File: src/rtl/xbar_pkg.sv
// Package: class encodings shared by the switch arbiter and its checker.
// Assumes classes are numbered so that a larger code has higher priority.
package xbar_pkg;
    localparam int CLS_REQUEST  = 0;
    localparam int CLS_FORWARD  = 1;
    localparam int CLS_RESPONSE = 2;
    localparam int NUM_CLASSES  = 3;
endpackage

File: src/rtl/xbar_local_nom.sv
// Module: per-input pair of nominating arbiters.
// Arbiter A takes the highest eligible class and round-robins between the
// virtual channels of that class. Arbiter B follows the same order but
// avoids A's queue and A's destination. Each class keeps one pointer, which
// moves after a grant.
// Assumes every destination field holds a valid output index.
module xbar_local_nom #(
    parameter int NCLS = 3,
    parameter int NVC  = 2,
    parameter int OW   = 3,
    localparam int NQ  = NCLS * NVC,
    localparam int QW  = (NQ > 1) ? $clog2(NQ) : 1,
    localparam int VW  = (NVC > 1) ? $clog2(NVC) : 1,
    localparam int CW  = (NCLS > 1) ? $clog2(NCLS) : 1
) (
    input  logic             clk,
    input  logic             rst_n,
    input  logic [NQ-1:0]    elig,
    input  logic [NQ*OW-1:0] dest,
    input  logic             grant_a,
    input  logic             grant_b,
    output logic             a_v,
    output logic [QW-1:0]    a_q,
    output logic [OW-1:0]    a_d,
    output logic             b_v,
    output logic [QW-1:0]    b_q,
    output logic [OW-1:0]    b_d
);
    logic [VW-1:0] ptr [NCLS];
    logic [CW-1:0] a_cls, b_cls;
    logic [VW-1:0] a_vc, b_vc;

    // Arbiter A: class priority first, then round-robin over channels.
    always_comb begin
        a_v = 1'b0; a_q = '0; a_cls = '0; a_vc = '0;
        for (int c = NCLS - 1; c >= 0; c--) begin
            for (int k = 0; k < NVC; k++) begin
                int v;
                v = int'(ptr[c]) + k;
                if (v >= NVC) v = v - NVC;
                if (!a_v && elig[c*NVC + v]) begin
                    a_v = 1'b1; a_q = QW'(c*NVC + v); a_cls = CW'(c); a_vc = VW'(v);
                end
            end
        end
    end

    assign a_d = dest[int'(a_q)*OW +: OW];

    // Arbiter B: same order, masked by A's queue and A's destination.
    always_comb begin
        b_v = 1'b0; b_q = '0; b_cls = '0; b_vc = '0;
        for (int c = NCLS - 1; c >= 0; c--) begin
            for (int k = 0; k < NVC; k++) begin
                int v;
                int q;
                v = int'(ptr[c]) + k;
                if (v >= NVC) v = v - NVC;
                q = c*NVC + v;
                if (!b_v && elig[q] &&
                    !(a_v && (QW'(q) == a_q || dest[q*OW +: OW] == a_d))) begin
                    b_v = 1'b1; b_q = QW'(q); b_cls = CW'(c); b_vc = VW'(v);
                end
            end
        end
    end

    assign b_d = dest[int'(b_q)*OW +: OW];

    // Pointer update: a grant through A has precedence over one through B.
    always_ff @(posedge clk) begin
        for (int c = 0; c < NCLS; c++) begin
            if (!rst_n) begin
                ptr[c] <= '0;
            end else if (grant_a && a_cls == CW'(c)) begin
                ptr[c] <= (a_vc == VW'(NVC - 1)) ? '0 : a_vc + 1'b1;
            end else if (grant_b && b_cls == CW'(c)) begin
                ptr[c] <= (b_vc == VW'(NVC - 1)) ? '0 : b_vc + 1'b1;
            end
        end
    end
endmodule

File: src/rtl/xbar_global_pick.sv
// Module: per-output round-robin picking arbiter.
// Chooses one requesting input, searching upward from its pointer.
// The pointer moves past the winner only when a grant is made.
module xbar_global_pick #(
    parameter int NIN = 8,
    localparam int IW = (NIN > 1) ? $clog2(NIN) : 1
) (
    input  logic           clk,
    input  logic           rst_n,
    input  logic [NIN-1:0] req,
    output logic           win_v,
    output logic [IW-1:0]  win_i
);
    logic [IW-1:0] ptr;

    // Winner search starting at the pointer, wrapping.
    always_comb begin
        win_v = 1'b0; win_i = '0;
        for (int k = 0; k < NIN; k++) begin
            int idx;
            idx = int'(ptr) + k;
            if (idx >= NIN) idx = idx - NIN;
            if (!win_v && req[idx]) begin
                win_v = 1'b1; win_i = IW'(idx);
            end
        end
    end

    // Pointer advance after a grant only.
    always_ff @(posedge clk) begin
        if (!rst_n)     ptr <= '0;
        else if (win_v) ptr <= (win_i == IW'(NIN - 1)) ? '0 : win_i + 1'b1;
    end
endmodule

File: src/rtl/xbar_two_stage_arb.sv
// Module: two-stage switch arbiter (top).
// Per input, a pair of nominating arbiters; per output, a picking arbiter.
// Grants are registered. A requester that keeps its valid high after a
// grant is treated as holding a further packet.
module xbar_two_stage_arb #(
    parameter int NIN  = 8,
    parameter int NOUT = 8,
    parameter int NCLS = xbar_pkg::NUM_CLASSES,
    parameter int NVC  = 2,
    localparam int NQ  = NCLS * NVC,
    localparam int OW  = (NOUT > 1) ? $clog2(NOUT) : 1,
    localparam int IW  = (NIN > 1) ? $clog2(NIN) : 1,
    localparam int QW  = (NQ > 1) ? $clog2(NQ) : 1
) (
    input  logic                    clk,
    input  logic                    rst_n,
    input  logic [NIN*NQ-1:0]       q_valid,
    input  logic [NIN*NQ*OW-1:0]    q_dest,
    input  logic [NOUT*NCLS-1:0]    credit_ok,
    output logic [NIN*NQ-1:0]       q_grant,
    output logic [NOUT*NIN-1:0]     out_grant
);
    logic [NIN*NQ-1:0] elig;
    logic              nom_a_v [NIN];
    logic              nom_b_v [NIN];
    logic [QW-1:0]     nom_a_q [NIN];
    logic [QW-1:0]     nom_b_q [NIN];
    logic [OW-1:0]     nom_a_d [NIN];
    logic [OW-1:0]     nom_b_d [NIN];
    logic              gnt_a   [NIN];
    logic              gnt_b   [NIN];
    logic [NIN-1:0]    greq    [NOUT];
    logic              win_v   [NOUT];
    logic [IW-1:0]     win_i   [NOUT];
    logic [NIN*NQ-1:0]   q_grant_nxt;
    logic [NOUT*NIN-1:0] out_grant_nxt;

    // Eligibility: a packet is present and its output/class has a credit.
    always_comb begin
        for (int j = 0; j < NIN*NQ; j++) begin
            int d;
            d = int'(q_dest[j*OW +: OW]);
            elig[j] = q_valid[j] && credit_ok[d*NCLS + (j % NQ) / NVC];
        end
    end

    for (genvar i = 0; i < NIN; i++) begin : g_in
        xbar_local_nom #(.NCLS(NCLS), .NVC(NVC), .OW(OW)) u_nom (
            .clk(clk), .rst_n(rst_n),
            .elig(elig[i*NQ +: NQ]), .dest(q_dest[i*NQ*OW +: NQ*OW]),
            .grant_a(gnt_a[i]), .grant_b(gnt_b[i]),
            .a_v(nom_a_v[i]), .a_q(nom_a_q[i]), .a_d(nom_a_d[i]),
            .b_v(nom_b_v[i]), .b_q(nom_b_q[i]), .b_d(nom_b_d[i]));
    end

    // Request matrix: input i asks output o if either nominee targets o.
    always_comb begin
        for (int o = 0; o < NOUT; o++) begin
            for (int i = 0; i < NIN; i++) begin
                greq[o][i] = (nom_a_v[i] && nom_a_d[i] == OW'(o)) ||
                             (nom_b_v[i] && nom_b_d[i] == OW'(o));
            end
        end
    end

    for (genvar o = 0; o < NOUT; o++) begin : g_out
        xbar_global_pick #(.NIN(NIN)) u_pick (
            .clk(clk), .rst_n(rst_n), .req(greq[o]),
            .win_v(win_v[o]), .win_i(win_i[o]));
    end

    // Return path: which nominee of each input won its output.
    always_comb begin
        for (int i = 0; i < NIN; i++) begin
            gnt_a[i] = nom_a_v[i] && win_v[nom_a_d[i]] && win_i[nom_a_d[i]] == IW'(i);
            gnt_b[i] = nom_b_v[i] && win_v[nom_b_d[i]] && win_i[nom_b_d[i]] == IW'(i);
        end
    end

    // Next-state grant vectors for queues and outputs.
    always_comb begin
        q_grant_nxt   = '0;
        out_grant_nxt = '0;
        for (int i = 0; i < NIN; i++) begin
            if (gnt_a[i]) q_grant_nxt[i*NQ + int'(nom_a_q[i])] = 1'b1;
            if (gnt_b[i]) q_grant_nxt[i*NQ + int'(nom_b_q[i])] = 1'b1;
        end
        for (int o = 0; o < NOUT; o++) begin
            if (win_v[o]) out_grant_nxt[o*NIN + int'(win_i[o])] = 1'b1;
        end
    end

    // Output registers: one-cycle grant latency.
    always_ff @(posedge clk) begin
        if (!rst_n) begin
            q_grant   <= '0;
            out_grant <= '0;
        end else begin
            q_grant   <= q_grant_nxt;
            out_grant <= out_grant_nxt;
        end
    end
endmodule

File: config.mk
export PLATFORM = sky130hd
export DESIGN_NAME = xbar_two_stage_arb
export DESIGN_NICKNAME = d
export VERILOG_FILES = /design/src/rtl/xbar_pkg.sv /design/src/rtl/xbar_local_nom.sv /design/src/rtl/xbar_global_pick.sv /design/src/rtl/xbar_two_stage_arb.sv
export SDC_FILE = /design/constraint.sdc
export NUM_CORES = 2
export LEC_CHECK = 0
export BUFFER_PORTS_ARGS = -buffer_cell sky130_fd_sc_hd__buf_2
export CAP_MARGIN = 20
export CORE_MARGIN = 2
export CORE_UTILIZATION = 40
export CTS_CLUSTER_SIZE = 10
export DETAILED_ROUTE_END_ITERATION = 16
export PLACE_DENSITY = 0.62
export SETUP_SLACK_MARGIN = 0.02
export SYNTH_ARGS = -nofsm -noshare
export SYNTH_HDL_FRONTEND = slang
export SYNTH_HIERARCHICAL = 1
export SYNTH_SLANG_ARGS = --single-unit
export TNS_END_PERCENT = 10
File: constraint.sdc
create_clock -name clk -period 34.1 [get_ports clk]
set_input_delay 5.115 -clock clk [delete_from_list [all_inputs] [get_ports clk]]
set_output_delay 5.115 -clock clk [all_outputs]
set_load 0.05 [all_outputs]
==> metrics.md <==
| Metric | Value |
|---|---|
| Status | `complete, no violations` |
| Net count, final | `5,320` |
| Syn-to-layout area delta | `7.26%` |
| Crit Path Max Fanout | `19` |
| Synthesized area | `43,100 um^2` |
| Rel. slew slack | `20.2%` |
| Setup TNS Final | `0 ns` |
| Die Y-Extent | `332 um` |
| GRT overflow | `0` |
| Endpoint of the worst-slack reg-to-reg timing path | `q_grant[2]` |
| Avg Synthesized Cell Area | `9.04 um^2` |
| Final Hold Fails | `0` |
| Layout cells sized above 1 | `24.8%` |
| Commonest cells post-synth | `mux4_2, nand2_1, mux2i_1` |
| Max stage delay on crit path | `0.95 ns` |
| Final GP Congestion | `0.982` |
| Num ports | `330` |
| Die area | `110,000 um^2` |
| Starting Density | `40.3%` |
| Worst skew pair latency | `0.52 ns` |
| Worst R2R Start | `g_in[3].u_nom/ptr[1]` |
| Initial antenna violation count | `38` |
| Antenna-violating nets left | `0` |
| Path depth of the worst reg2reg path | `27` |
| Met3 WL | `18.7 mm` |
| Most numerous cell in the Yosys netlist | `mux4_2` |
| EDFF count, synth | `16` |
| Hold path cells | `2` |
| Post-synth net total | `5,240` |
| CTS Root Buffer Type | `clkbuf_16` |
| Yosys reg bits | `160` |
| Global Route Usage Sum | `29.8%` |
| Post-synth cell types | `112` |
| R2r setup slk | `23.18 ns` |
| Post-synthesis sequential area ratio | `7.81%` |
| Clk_skew | `0.0226 ns` |
| Area of the core | `107,000 um^2` |
| Slowest cell on the critical path | `o32ai_1` |
| Clk sink count | `160` |
| Routed length per placed instance | `27.2 um` |
| Hold path start | `g_in[6].u_nom/ptr[2]` |
| Top cell by count, worst path | `mux4_2` |
| CTS max path bufs | `2` |
| Post-synth top area cell | `mux4_2` |
| Vias | `42,800` |
| Cts repair resizes | `0` |
| FP Rows | `120` |
| Worst slew pin tran | `1.19 ns` |
| WL met1 | `67.5 mm` |
| Final HPWL DP | `126 mm` |
| Critical Path AT | `17.72 ns` |
| Highest routed metal layer | `met5` |
| First-pass GRT wire length | `256 mm` |
| Req. time, crit path | `34.50 ns` |
| Post-route clock period utilization | `50.8%` |
| DR pass1 iterations | `6` |
| Hold Buf Count CTS | `0` |
| Ys flop type | `dfxtp_1` |
| CTS clk-pin slew, worst paths | `0.09 ns` |
| Hold Path Sink | `g_in[6].u_nom/ptr[2]` |
| Final Slew Violations | `0` |
| Cts bufs inserted | `17` |
| Critical path type | `primary input to flip-flop` |
| Met2 WL | `75.3 mm` |
| # DRC | `0` |
| Synth top area cells | `mux4_2, mux2i_1, dfxtp_1` |
| # Post-CTS Setup Buffers | `0` |
| Via/cell ratio | `6.83` |
| Max-cap violations | `0` |
| Final setup violation count | `0` |
| Crit path time final | `17.32 ns` |
| Starting DRT DRC Count | `5,576` |
| Synthesized instance count | `4,762` |
| CTS tree | `done` |
| Die X | `332 um` |
| Vias in the first global route | `40,500` |
| DRT Wirelength | `170 mm` |
| Max Clk Rate | `0.0577 GHz` |
| HP Class | `flip-flop to flip-flop` |
| CP Launch Type | `primary input` |
| Worst setup EP type | `flip-flop` |
| RSZ-0062 raised after global routing | `no` |
| Port buffer count | `329` |
| Share of Yosys cell area claimed by the top area cell type | `21.0%` |
| Pin count of the biggest net entering global routing | `49` |
| FFs w/ async S/R, synth | `0%` |
| Synth warnings | `6` |
| H-tree depth | `4` |
==> per-stage QoR <==
stage / cells / utilization, % / cell area, um^2 / worst slack [ns] / hold slack [ns]
final: 6270 / 43.2 / 46200 / 16.78 / 0.610
after global routing: 6265 / 43.2 / 46200 / 16.30 / 0.649
after CTS: 6253 / 43.1 / 46100 / 17.22 / 0.614
after detailed placement: 6221 / 42.6 / 45500 / 16.69 / 0.604
after global placement: 6220 / 42.5 / 45500 / 16.61 / 0.578
after floorplan: 4762 / - / 43100 / 19.70 / 0.590
==> layer usage <==
layer | vias to the layer above | GRT usage (%)
li1 | 18700 | -
met1 | 21000 | 39.0
met2 | 2597 | 46.2
met3 | 466 | 7.58
met4 | 40 | 13.7
met5 | - | 0
==> worst max path at each step <==
stage	start	end	slack (ns)	depth (start not counted)
2_1_floorplan	q_dest[102]	g_in[0].u_nom/ptr[0]	19.70	40
3_3_place_gp	q_dest[69]	q_grant[2]	16.61	36
3_5_place_dp	q_dest[69]	q_grant[2]	16.69	36
4_1_cts	q_dest[69]	q_grant[14]	17.22	35
5_1_grt	q_dest[69]	g_in[6].u_nom/ptr[0]	16.30	37
6_report	q_dest[69]	q_grant[2]	16.78	36
==> worst max-delay path: cells and delay by family <==
kind	cells	cell delay, ns
buf+inv	4	0.81
compound gates	13	6.35
simple gates	11	2.55
mux	6	2.24
fa+ha+maj	1	0.43
xor+xnor	1	0.19
==> logic make-up after synthesis <==
| logic type | after synthesis | share of synthesized area (%) |
|---|---|---|
| fa+ha+maj | 260 | 8.11 |
| buf+inv | 585 | 5.80 |
| mux | 993 | 36.4 |
| flops | 160 | 7.81 |
| compound gates | 1010 | 18.5 |
| xor+xnor | 104 | 2.25 |
| simple gates | 1650 | 21.2 |
==> final cells by class <==
| class | count | area (um^2) |
|---|---|---|
| diodes | 12 | 30.0 |
| clock buffers | 18 | 439 |
| clock inverters | 14 | 196 |
| fillers | 10600 | 60700 |
| inverters | 233 | 875 |
| multi-input cells | 4017 | 37300 |
| flip-flops and latches | 160 | 3360 |
| well taps | 1403 | 1760 |
| repair buffers | 413 | 2280 |
==> registers in the layout, indices dropped and copies added, names as in the netlist <==
signal / flops
g_in.u_nom/ptr: 24
g_out.u_pick/ptr: 24
out_grant: 64
q_grant: 48
==> placed cells by master, fill, tap and decap left out, types with 26 or more instances in the layout <==
| cell type | netlist | final |
|---|---|---|
| a211oi_1 | 27 | 27 |
| a21oi_1 | 173 | 173 |
| a221oi_1 | 45 | 45 |
| a22oi_1 | 54 | 54 |
| a31oi_1 | 44 | 39 |
| and2_1 | 41 | 41 |
| and3_1 | 80 | 80 |
| buf_2 | 48 | 330 |
| buf_4 | 25 | 82 |
| dfxtp_1 | 144 | 144 |
| fa_1 | 32 | 32 |
| ha_1 | 228 | 228 |
| inv_1 | 206 | 206 |
| inv_2 | 26 | 26 |
| mux2_1 | 26 | 26 |
| mux2_2 | 152 | 152 |
| mux2i_1 | 372 | 372 |
| mux4_2 | 402 | 402 |
| nand2_1 | 387 | 387 |
| nand2b_1 | 135 | 135 |
| nand3_1 | 96 | 96 |
| nand3b_1 | 40 | 40 |
| nand4_1 | 33 | 33 |
| nor2_1 | 335 | 335 |
| nor2b_1 | 117 | 117 |
| nor3_1 | 86 | 86 |
| nor3b_1 | 44 | 44 |
| o211ai_1 | 28 | 28 |
| o21a_1 | 88 | 88 |
| o21ai_0 | 102 | 102 |
| o21bai_1 | 26 | 26 |
| o22ai_1 | 78 | 76 |
| o32ai_1 | 36 | 35 |
| or3_1 | 33 | 33 |
| xnor2_1 | 49 | 49 |
| xor2_1 | 47 | 47 |
Power is left out: the tool's default activity adds up to more than one toggle a clock period on the data nets, which glitch-free logic cannot reach.
